--- config.mk ---
export PLATFORM = sky130hd
export DESIGN_NAME = smas_top
export DESIGN_NICKNAME = d
export VERILOG_FILES = /design/src/rtl/smas_pkg.sv /design/src/rtl/smas_sign_unit.sv /design/src/rtl/smas_mag_add.sv /design/src/rtl/smas_mag_sub.sv /design/src/rtl/smas_top.sv
export SDC_FILE = /design/constraint.sdc
export NUM_CORES = 1
export LEC_CHECK = 0
export BUFFER_PORTS_ARGS = -buffer_cell sky130_fd_sc_hd__buf_2
export CORE_UTILIZATION = 55
export DETAILED_ROUTE_END_ITERATION = 10
export PLACE_DENSITY = 0.92
export SLEW_MARGIN = 20
export SYNTH_ARGS = -nofsm -noshare
export SYNTH_HDL_FRONTEND = slang
export SYNTH_SLANG_ARGS = --single-unit
--- constraint.sdc ---
create_clock -name vclk -period 8.2
set_clock_uncertainty 0.15 [all_clocks]
set_input_delay 1.64 -clock vclk [all_inputs]
set_output_delay 1.64 -clock vclk [all_outputs]
set_load 0.02 [all_outputs]
--- src/rtl/smas_pkg.sv ---
package smas_pkg;
  typedef enum logic {
    MAG_SUM  = 1'b0,
    MAG_DIFF = 1'b1
  } mag_op_e;
endpackage

--- src/rtl/smas_sign_unit.sv ---
module smas_sign_unit (
  input  logic a_sign,
  input  logic b_sign,
  input  logic sub,
  output logic b_eff_sign,
  output logic same_sign
);
  always_comb begin
    b_eff_sign = b_sign ^ sub;
    same_sign  = (a_sign == b_eff_sign);
  end
endmodule

--- src/rtl/smas_mag_add.sv ---
module smas_mag_add #(
  parameter int MAG_W = 7
) (
  input  logic [MAG_W-1:0] a_mag,
  input  logic [MAG_W-1:0] b_mag,
  output logic [MAG_W-1:0] sum,
  output logic             carry
);
  function automatic logic [MAG_W:0] wide_sum(input logic [MAG_W-1:0] x,
                                               input logic [MAG_W-1:0] y);
    return {1'b0, x} + {1'b0, y};
  endfunction

  logic [MAG_W:0] full;
  always_comb begin
    full  = wide_sum(a_mag, b_mag);
    sum   = full[MAG_W-1:0];
    carry = full[MAG_W];
  end
endmodule

--- src/rtl/smas_mag_sub.sv ---
module smas_mag_sub #(
  parameter int MAG_W = 7
) (
  input  logic [MAG_W-1:0] a_mag,
  input  logic [MAG_W-1:0] b_mag,
  output logic [MAG_W-1:0] diff,
  output logic             borrow
);
  localparam logic [MAG_W-1:0] ONE = {{(MAG_W-1){1'b0}}, 1'b1};

  function automatic logic [MAG_W:0] wide_diff(input logic [MAG_W-1:0] x,
                                                input logic [MAG_W-1:0] y);
    return {1'b0, x} - {1'b0, y};
  endfunction

  function automatic logic [MAG_W-1:0] twos(input logic [MAG_W-1:0] v);
    return ~v + ONE;
  endfunction

  logic [MAG_W:0] raw;
  always_comb begin
    raw    = wide_diff(a_mag, b_mag);
    borrow = raw[MAG_W];
    diff   = borrow ? twos(raw[MAG_W-1:0]) : raw[MAG_W-1:0];
  end
endmodule

--- src/rtl/smas_top.sv ---
module smas_top #(
  parameter int WIDTH = 8
) (
  input  logic [WIDTH-1:0] a_i,
  input  logic [WIDTH-1:0] b_i,
  input  logic             sub_i,
  output logic [WIDTH-1:0] res_o,
  output logic             ovf_o
);
  import smas_pkg::*;

  localparam int MAG_W = WIDTH - 1;
  localparam int SGN   = WIDTH - 1;

  logic             a_sign;
  logic             b_eff_sign;
  logic             same_sign;
  logic [MAG_W-1:0] a_mag;
  logic [MAG_W-1:0] b_mag;
  logic [MAG_W-1:0] sum_mag;
  logic             add_carry;
  logic [MAG_W-1:0] diff_mag;
  logic             sub_borrow;
  mag_op_e          op;
  logic [MAG_W-1:0] res_mag;
  logic             raw_sign;
  logic             mag_zero;

  assign a_sign = a_i[SGN];
  assign a_mag  = a_i[MAG_W-1:0];
  assign b_mag  = b_i[MAG_W-1:0];

  smas_sign_unit u_sign (
    .a_sign     (a_sign),
    .b_sign     (b_i[SGN]),
    .sub        (sub_i),
    .b_eff_sign (b_eff_sign),
    .same_sign  (same_sign)
  );

  smas_mag_add #(.MAG_W(MAG_W)) u_add (
    .a_mag (a_mag),
    .b_mag (b_mag),
    .sum   (sum_mag),
    .carry (add_carry)
  );

  smas_mag_sub #(.MAG_W(MAG_W)) u_sub (
    .a_mag  (a_mag),
    .b_mag  (b_mag),
    .diff   (diff_mag),
    .borrow (sub_borrow)
  );

  always_comb begin
    op = same_sign ? MAG_SUM : MAG_DIFF;
    unique case (op)
      MAG_SUM: begin
        res_mag  = sum_mag;
        raw_sign = a_sign;
        ovf_o    = add_carry;
      end
      default: begin
        res_mag  = diff_mag;
        raw_sign = sub_borrow ? ~a_sign : a_sign;
        ovf_o    = 1'b0;
      end
    endcase
    mag_zero = (res_mag == '0);
    res_o    = {raw_sign & ~(mag_zero & ~ovf_o), res_mag};
  end
endmodule

==> impl_metrics.env <==
export IMPL_syn_mean_instance_area_um2=7.30
export IMPL_synthCells=119
export IMPL_hold_path_depth=4
export IMPL_arrival_ns=4.37
export IMPL_post_route_min_period_ns=6.16
export IMPL_seq_cells=0
export IMPL_start_util=0.628
export IMPL_cp_max_fo=4
export IMPL_grt_antenna_before_repair=0
export IMPL_seq_area_um2=0
export IMPL_hold_buffers=0
export IMPL_synth_fa_ha_area_frac=0.262
export IMPL_leakage_nw=0.520
export IMPL_ant_nets=0
export IMPL_drv_cap=0
export IMPL_grt_ovfl_total=0
export IMPL_tns_ns=0
export IMPL_synth_top_family_by_area="compound AO/OA/AOI/OAI gates"
export IMPL_grt_pass1_wl_um=3580
export IMPL_clock_buffers=0
export IMPL_cp_cell_sequence="buf_2, inv_1, ha_1, fa_1, ha_1, nand3b_1, mux2_4, o41ai_2, xnor2_1, mux2i_1, xnor2_1, a31oi_1, buf_2"
export IMPL_synth_area_mux_share=0.0519
export IMPL_relSlewSlack=0.251
export IMPL_syn_area_um2=868
export IMPL_diodes=0
export IMPL_power_density_nw_per_um2=117
export IMPL_synth_fp_nets=153
export IMPL_min_from="a_i[7]"
export IMPL_drt_iter0_markers=41
export IMPL_grt_total_usage=0.243
export IMPL_vdd_drop_max_v=0.0000532
export IMPL_drcViolationCount=0
export IMPL_hold_violations=0
export IMPL_required_ns=6.41
export IMPL_rsz0062_at_grt="false"
export IMPL_startpoint_type="input port"
export IMPL_final_layout_size_suffix_gt1_frac=0.236
export IMPL_synth_xor_area_frac=0.101
export IMPL_path_class="in2out"
export IMPL_tightest_slew_ns=1.12
export IMPL_critPathMaxStageDelay_ns=0.54
export IMPL_numPortBuffers=26
export IMPL_endpoint_kind="output pin"
export IMPL_dp_hpwl_um=1780
export IMPL_ys_warn_count=0
export IMPL_yosysUniqueCellTypes=40
export IMPL_routabilityCongestion=0.921
export IMPL_cp_num_buf_inv=3
export IMPL_die_height_um=41.7
export IMPL_area_delta_synth_final_pct=13.5
export IMPL_wl_per_cell_um=13.7
export IMPL_rows=13
export IMPL_grt_pass1_vias=884
export IMPL_cts_resized=0
export IMPL_core_um2=1380
export IMPL_synth_simple_area_share=0.199
export IMPL_die_area_um2=1740
export IMPL_routed_wl_um=2130
export IMPL_postCtsSetupBuffers=0
export IMPL_grt_max_degree=16
export IMPL_drv_slew=0
export IMPL_die_x_um=41.7
export IMPL_crit_start="a_i[0]"
export IMPL_finalNonFillerCells=155
export IMPL_hp_class="in2out"
export IMPL_dr_pass1_iters=4
export IMPL_placed_cells=155
export IMPL_synth_compound_area_frac=0.290
export IMPL_seq_area_frac_synth=0
export IMPL_fmax_ghz=0.162
export IMPL_vias=963
export IMPL_critPathTopFamily="adder cells"
export IMPL_cp_depth=13
export IMPL_hold_path_end="res_o[7]"
export IMPL_avgViaCountPerCell=6.21
export IMPL_setup_viol=0
export IMPL_status="finished, final reports clean"
export IMPL_crit_path_top_delay_cell="fa_1"
export IMPL_pin_count=26
export IMPL_layout_nets=176
export IMPL_min_period_over_period=0.751
metrics by stage:
stage	hold slack, ns	total power, W	utilization	setup slack (ns)	area, um2
after floorplan	3.35	0.0000860	-	2.26	868
after global placement	3.56	0.000110	0.713	2.18	986
after detailed placement	3.57	0.000114	0.713	2.10	986
after CTS	3.56	0.000114	0.713	2.08	986
after global routing	3.62	0.000125	0.713	1.86	986
final	3.56	0.000116	0.713	2.04	986
worst max path at each step:
stage / slack (ns) / to
3_5_place_dp: 2.10 / res_o[7]
4_1_cts: 2.08 / res_o[7]
3_3_place_gp: 2.18 / res_o[7]
5_1_grt: 1.86 / res_o[7]
2_1_floorplan: 2.26 / res_o[7]
6_report: 2.04 / res_o[7]
Yosys cell counts, drive strengths merged, types with 3 or more instances:
master,count,area [um2]
inv,14,52.6
buf,5,31.3
nor3,6,30.0
nand3,6,30.0
xor2,4,35.0
a21oi,10,50.1
ha,15,188
a21o,3,25.0
xnor2,6,52.6
nor2,11,41.3
mux2i,3,30.0
a31oi,5,31.3
where the power goes:
group	internal [W]	switching (W)	leakage (nW)
Sequential	0	0	0
Combinational	0.0000458	0.0000700	0.520
Clock	0	0	0
Total	0.0000458	0.0000700	0.520
area by class of cell:
cell class / count / area, um2
fillers: 124 / 397
inverters: 14 / 52.6
multi-input cells: 100 / 785
well taps: 15 / 18.8
repair buffers: 26 / 130
tightest hold or removal path: cells and delay by family:
| family | cells | cell delay [ns] |
|---|---|---|
| AO/OA/AOI/OAI | 1 | 0.05 |
| buffers and inverters | 2 | 0.26 |
| multiplexers | 1 | 0.12 |
cells by family after synthesis:
group / Yosys count
xor gates and xnor gates: 10
muxes: 4
buffers and inverters: 19
and+or+nand+nor: 35
adders and majority gates: 17
AOI/OAI and AO/OA: 34
layout by cell type (no fill, tap or decap), types with 2 or more instances in the layout:
cell / instances
ha_1: 15
nor3_1: 6
nand2_1: 2
xor2_1: 4
mux2i_1: 3
nor2b_1: 2
buf_2: 26
xnor2_1: 6
o21ai_0: 2
nor2_1: 11
o21a_1: 2
a21o_2: 2
nand3_1: 6
fa_1: 2
a31oi_1: 5
inv_1: 14
a21oi_1: 10
metal layers:
layer | track usage | share of wire | wire (um)
met1 | 0.318 | 0.44 | 929
met2 | 0.434 | 0.48 | 1030
met3 | 0.00870 | 0.067 | 143
met4 | 0.0581 | 0.012 | 25
met5 | 0 | 0 | 0
Note: power is estimated with default switching activity, not from simulation.
